<file path="src/rtl/fu_datapath_pkg.sv">
package fu_datapath_pkg;

    typedef enum logic [1:0] {
        UNIT_ARITH = 2'd0,
        UNIT_LOGIC = 2'd1,
        UNIT_SHIFT = 2'd2
    } unit_sel_e;

    function automatic unit_sel_e decode_unit(input logic [1:0] top_bits);
        unit_sel_e u;
        unique case (top_bits)
            2'b11:   u = UNIT_SHIFT;
            2'b10:   u = UNIT_LOGIC;
            default: u = UNIT_ARITH;
        endcase
        return u;
    endfunction

endpackage

</file>
<file path="src/rtl/fu_arith.sv">
module fu_arith #(
    parameter int W = 8
) (
    input  logic [W-1:0] opa,
    input  logic [W-1:0] opb,
    input  logic [2:0]   gsel,
    output logic [W-1:0] sum,
    output logic         cout,
    output logic         ovf
);
    localparam int EXT = W + 1;

    logic [W-1:0]   addend;
    logic [EXT-1:0] wide;

    always_comb begin
        unique case (gsel[2:1])
            2'b00: addend = '0;
            2'b01: addend = ~opb;
            2'b10: addend = opb;
            2'b11: addend = '1;
        endcase
    end

    assign wide = {1'b0, opa} + {1'b0, addend} + {{W{1'b0}}, gsel[0]};
    assign sum  = wide[W-1:0];
    assign cout = wide[W];
    assign ovf  = (opa[W-1] == addend[W-1]) && (sum[W-1] != opa[W-1]);

    always_comb begin
        if (gsel == 3'b000) begin
            assert_pass_no_carry_R2: assert (sum == opa && !cout);
        end
        if (gsel == 3'b001 && cout) begin
            assert_incr_carry_all_ones_R8: assert (opa == '1);
        end
        if (ovf) begin
            assert_ovf_same_sign_R9: assert (opa[W-1] == addend[W-1]);
        end
    end
endmodule

</file>
<file path="src/rtl/fu_logic.sv">
module fu_logic #(
    parameter int W = 8
) (
    input  logic [W-1:0] opa,
    input  logic [W-1:0] opb,
    input  logic [1:0]   hsel,
    output logic [W-1:0] res
);
    always_comb begin
        unique case (hsel)
            2'b00: res = opa & opb;
            2'b01: res = opa | opb;
            2'b10: res = opa ^ opb;
            2'b11: res = ~opa;
        endcase
    end

    always_comb begin
        if (hsel == 2'b00) begin
            assert_and_subset_R4: assert ((res & ~opa) == '0);
        end
    end
endmodule

</file>
<file path="src/rtl/fu_shift.sv">
module fu_shift #(
    parameter int W = 8
) (
    input  logic [W-1:0] src,
    input  logic [1:0]   hsel,
    output logic [W-1:0] res
);
    always_comb begin
        unique case (hsel)
            2'b01:   res = {1'b0, src[W-1:1]};
            2'b10:   res = {src[W-2:0], 1'b0};
            default: res = src;
        endcase
    end

    always_comb begin
        if (hsel == 2'b01) begin
            assert_right_fill_zero_R5: assert (res[W-1] == 1'b0);
        end
        if (hsel == 2'b10) begin
            assert_left_fill_zero_R5: assert (res[0] == 1'b0);
        end
        assert_ones_preserved_R5: assert ($countones(res) <= $countones(src));
    end
endmodule

</file>
<file path="src/rtl/fu_datapath.sv">
module fu_datapath
    import fu_datapath_pkg::*;
#(
    parameter int W = 8
) (
    input  logic [W-1:0] a,
    input  logic [W-1:0] b,
    input  logic [3:0]   fs,
    output logic [W-1:0] f,
    output logic         v,
    output logic         c,
    output logic         n,
    output logic         z
);
    unit_sel_e    unit;
    logic         mf;
    logic [W-1:0] arith_res;
    logic [W-1:0] logic_res;
    logic [W-1:0] shift_res;
    logic         arith_c;
    logic         arith_v;

    assign mf   = fs[3] & fs[2];
    assign unit = decode_unit(fs[3:2]);

    fu_arith #(.W(W)) u_arith (
        .opa (a),
        .opb (b),
        .gsel(fs[2:0]),
        .sum (arith_res),
        .cout(arith_c),
        .ovf (arith_v)
    );

    fu_logic #(.W(W)) u_logic (
        .opa (a),
        .opb (b),
        .hsel(fs[1:0]),
        .res (logic_res)
    );

    fu_shift #(.W(W)) u_shift (
        .src (b),
        .hsel(fs[1:0]),
        .res (shift_res)
    );

    always_comb begin
        unique case (unit)
            UNIT_SHIFT: begin
                f = shift_res;
                c = 1'b0;
                v = 1'b0;
            end
            UNIT_LOGIC: begin
                f = logic_res;
                c = 1'b0;
                v = 1'b0;
            end
            default: begin
                f = arith_res;
                c = arith_c;
                v = arith_v;
            end
        endcase
    end

    assign n = f[W-1];
    assign z = (f == '0);

    always_comb begin
        if (z) begin
            assert_zero_not_negative_R7: assert (!n);
        end
        if (c || v) begin
            assert_flags_only_arith_R8: assert (!fs[3]);
        end
        if (mf) begin
            assert_shift_bits_from_b_R1: assert ($countones(f) <= $countones(b));
        end
    end
endmodule

</file>
<file path="config.mk">
export PLATFORM = sky130hd
export DESIGN_NAME = fu_datapath
export DESIGN_NICKNAME = d
export VERILOG_FILES = /design/src/rtl/fu_datapath_pkg.sv /design/src/rtl/fu_arith.sv /design/src/rtl/fu_logic.sv /design/src/rtl/fu_shift.sv /design/src/rtl/fu_datapath.sv
export SDC_FILE = /design/constraint.sdc
export NUM_CORES = 1
export LEC_CHECK = 0
export BUFFER_PORTS_ARGS = -buffer_cell sky130_fd_sc_hd__buf_2
export CAP_MARGIN = 40
export CORE_MARGIN = 2
export CORE_UTILIZATION = 25
export DETAILED_ROUTE_END_ITERATION = 8
export PLACE_DENSITY_LB_ADDON = 0.1
export SLEW_MARGIN = 25
export SYNTH_ARGS = -nofsm -noshare
export SYNTH_HDL_FRONTEND = slang
export SYNTH_SLANG_ARGS = --single-unit
</file>
<file path="constraint.sdc">
create_clock -name vclk -period 4.56
set_input_delay 0.912 -clock vclk [all_inputs]
set_output_delay 0.912 -clock vclk [all_outputs]
set_load 0.05 [all_outputs]
</file>
# After elaboration in Yosys (flattened, before gate mapping)
# Index checks and enable logic that the tools add are counted.
# classes
eq_ne,12
n_addsub,2
muxes,7
n_bitwise,5
reduce_logical,5
# ops
operator,n
$pmux 8 s4,2
$pmux 8 s2,2
$not 8->8,2
$eq 2x2->1 const B,7
$add 8x8->9,1
$add 9x1->9,1
$and 8x8->8,1
$logic_not 8->1,1
$or 8x8->8,1
$xor 8x8->8,1
$eq 2x1->1 const B,3
$logic_not 2->1,2
$pmux 2 s2,1
$mux 1,2
$reduce_or 2->1,1
$eq 1x1->1,1
$logic_and 1x1->1,1
$ne 1x1->1,1
# word_totals
output_inout_bits,12
input_bits,20
word_cells,31
register_bits,0

# Longest topological paths before layout
# depth
ltp_word,7
ltp_mapped,12

# Modules after synthesis
# From an unflattened synthesis, not the netlist that was laid out.
# hier_totals
cells_unflattened,162
area_unflattened_um2,1297.5
# modules_own_cells
module,cells_per_inst,area_per_inst_um2,instances
fu_logic,50,493.0,1
fu_arith,50,426.7,1
fu_datapath,33,215.2,1
fu_shift,29,162.7,1

# Worst setup path after synthesis
# OpenSTA, ideal clock, no wires.
# synth_timing
path_kind,input port to output port
start,in fs[2]
end,out z
setup_slack_ns,-0.235
t_arrival_ns,3.883
cell_stages,11
path_cell_list,clkbuf_1 -> nand2_1 -> o21ai_0 -> fa_1 -> inv_1 -> fa_1 -> xor2_1 -> o221ai_1 -> a211oi_1 -> o211ai_1 -> nor3_2
# synth_between
elab_chain_len,6
word_cells_on_any_way,14
# synth_lines
element,line,rtl
start: declaration,fu_datapath.sv:8,"input logic [3:0] fs,"
"$eq 2x2->1, or another cell as far along",fu_arith.sv:17,unique case (gsel[2:1])
$pmux 8 s4,fu_arith.sv:17,
$add 8x8->9,fu_arith.sv:25,"assign wide = {1'b0, opa} + {1'b0, addend} + {{W{1'b0}}, gsel[0]};"
$add 9x1->9,fu_arith.sv:25,
$pmux 8 s2 (*),fu_datapath.sv:49,unique case (unit)
net f[2],fu_datapath.sv:9,"output logic [W-1:0] f,"
$logic_not 8->1 (*),fu_datapath.sv:69,assign z = (f == '0);
end: declaration,fu_datapath.sv:13,output logic z
# Mark *: on every way through the listed nets, which the timed path passes. The rest lies on a longest branch.

# Final worst setup path
# layout_timing
start,in b[0]
end,out z
# layout_between
elab_chain_len,6
word_cells_on_any_way,11
# layout_lines
element,line,rtl
start: declaration,fu_datapath.sv:7,"input logic [W-1:0] b,"
$not 8->8,fu_arith.sv:19,2'b01: addend = ~opb;
$pmux 8 s4,fu_arith.sv:17,
$add 8x8->9,fu_arith.sv:25,
$add 9x1->9,fu_arith.sv:25,
$pmux 8 s2 (*),fu_datapath.sv:49,
$logic_not 8->1 (*),fu_datapath.sv:69,
# Mark *: on every way between the ends. The rest lies on a longest branch, timed or not.

==> out/qor.yml <==
power:
  power_uw: 271.0
  power.leakage_uw: 0.0008292
  max-vdd-ir-drop_mv: 0.05710
  powerDensity_mw_per_mm2: 163.6
global_route:
  grt.overflow.total: 0
  grt_pass1_vias: 1458
  antenna_found_initial: 0
  grt_pass1_wl_mm: 7.348
  grt_start_max_net_pins: 18
  track_usage_pct: 15.06
sta:
  timing.final.ws_setup_ns: 0.2069
  maxSlewHeadroom_pct: 63.81
  setup-tns-final_ns: 0
  setup_viol: 0
  worst_pin_slew_ns: 0.5360
  period_minus_slack_ns: 4.353
  period_share_pct: 95.46
  hold_violations: 0
  fmax_mhz: 229.7
  rsz0062_at_grt: "no"
  report.final.slew_viol_count: 0
final_layout:
  seq_cells: 0
  stdcell_area_mm2: 0.001657
  layout.cells.non_filler: 290
  multiInputGateArea_mm2: 0.001234
  area_delta_synth_final_pct: 23.74
  drive_gt1_share_pct: 24.55
  seq_area_um2: 0
  num-fill-cells: 598
  antenna_cells: 0
  clock_buffers: 0
  fin_nets: 271
critical_path:
  required_ns: 3.65
  worstPathArrival_ns: 3.44
  critPathSlowestCell: "fa_2"
  crit_start: "b[0]"
  cp-end-kind: "output port"
  path_cells: "buf_2 -> nand2_1 -> o21ai_0 -> fa_2 -> inv_1 -> fa_1 -> nor2b_1 -> o31a_2 -> nand2b_1 -> o211a_4 -> a2111o_1 -> nor3_4 -> buf_4"
  path_class: "input pin to output port"
  startpoint_type: "input pin"
  slowest_delay_ns: 0.39
  crit_fanout: 5
routing:
  vias: 1466
  via_per_inst: 5.055
  first_pass_iters: 4
  drc_errors: 0
  drtIter0Drc: 77
  ant_nets: 0
  wl_per_cell_um: 15.10
  routed_wl_mm: 4.379
die:
  die_area_mm2: 0.005957
  die_w_um: 77.18
  num_rows: 26
  core_area_mm2: 0.005140
  die_height_um: 77.18
  io_pins: 32
  start_util_pct: 26.05
job:
  cap_violations: 0
clock_tree:
  postCtsSetupBuffers: 0
  holdBufCountCts: 0
logic_synthesis:
  seq_area_frac_synth_pct: 0
  yosysWarnings: 0
  synthesis.nets: 234
  syn_inst: 185
  avgSynthCellArea_um2: 7.237
  synth_cell_types: 46
  syn_area_mm2: 0.001339
worst_hold_path:
  hp-class: "input pin to output port"
  min-delay-start: "a[7]"
  hold-path-cell-count: 4
  holdPathEnd: "v"
place:
  post-place-ws_ns: 0.09116
  postPlaceCellArea_mm2: 0.001652
  dp.final_hpwl_mm: 3.543
  gp_congestion: 0.7613
  io_buffers: 32
  dpl.cell_count: 290
run_status:
  status: "complete, no violations"
[cells in the mapped netlist (4+ instances only)]
library cell  number  share of area (%)
inv_1             24                6.7
a21o_1             4                2.2
a211o_1            4                2.6
a21oi_1            4                1.5
nand2b_1          13                6.1
a22oi_1            6                3.4
o21ai_0           18                6.7
ha_1              27                 25
nand2_1           15                4.2
clkbuf_1           4                1.1
nor2_1             9                2.5
a211oi_1           4                2.2
[repair_timing]
action,CTS,global route
hold endpoints to repair,0,0
setup endpoints to repair,0,1
gates resized for setup,0,3
[cells in the final DEF, fill, tap and decap left out, drive strengths merged, types with 4 or more instances in the layout]
| cell type | synthesis | final |
|---|---|---|
| a211oi | 5 | 5 |
| buf | 4 | 43 |
| nand2b | 13 | 13 |
| a211o | 4 | 4 |
| a21oi | 4 | 4 |
| inv | 24 | 24 |
| nor2 | 9 | 9 |
| nand2 | 15 | 15 |
| o21ai | 18 | 18 |
| a21o | 5 | 5 |
| ha | 27 | 27 |
| a22oi | 6 | 6 |
[layer usage]
| layer | track usage, % | part of all wire (%) | vias to the layer above |
|---|---|---|---|
| met5 | 0 | 0 | - |
| met4 | 1.071 | 0.48 | 0 |
| met3 | 0.4706 | 3.0 | 2 |
| met2 | 26.70 | 48 | 29 |
| met1 | 21.06 | 49 | 690 |
| li1 | - | - | 745 |
[how the worst max path moves through the flow]
| stage | endpoint | slack [ns] | cells after the start |
|---|---|---|---|
| after floorplan | v | 0.04 | 10 |
| after global placement | z | 0.08 | 13 |
| after detailed placement | z | 0.09 | 13 |
| after CTS | z | 0.08 | 13 |
| after global routing | z | 0.03 | 12 |
| final | z | 0.21 | 13 |
[logic make-up (layout without fill, tap and decap cells)]
group | Yosys count | in the layout | synth area share, %
AOI/OAI and AO/OA | 69 | 69 | 39.35
buffers and inverters | 32 | 67 | 9.533
muxes | 3 | 3 | 2.243
adders and majority gates | 29 | 29 | 28.22
xor gates and xnor gates | 4 | 4 | 2.617
and+or+nand+nor | 48 | 48 | 18.04
[through the flow]
step                      util (%)  hold slack [ns]
after floorplan                  -            2.171
after global placement       32.13            2.404
after detailed placement     32.13            2.393
after CTS                    32.13            2.395
after global routing         32.23            2.444
final                        32.23            2.390
[power by group]
group          switching [uW]  internal, uW  leakage (uW)
Sequential                  0             0             0
Combinational             174          97.1      0.000829
Clock                       0             0             0
[layout make-up]
| class | count | area share, % |
|---|---|---|
| inverter | 24 | 5.438 |
| timing repair buffer | 43 | 14.80 |
| multi-input combinational | 153 | 74.47 |
| tap | 70 | 5.287 |
[worst max-delay path: cells and delay by family]
kind | cells | cell delay, ns
buf+inv | 3 | 0.43
simple gates | 4 | 0.47
fa+ha+maj | 2 | 0.59
compound gates | 4 | 1.02
No activity file was read; power rests on OpenSTA's default activity.
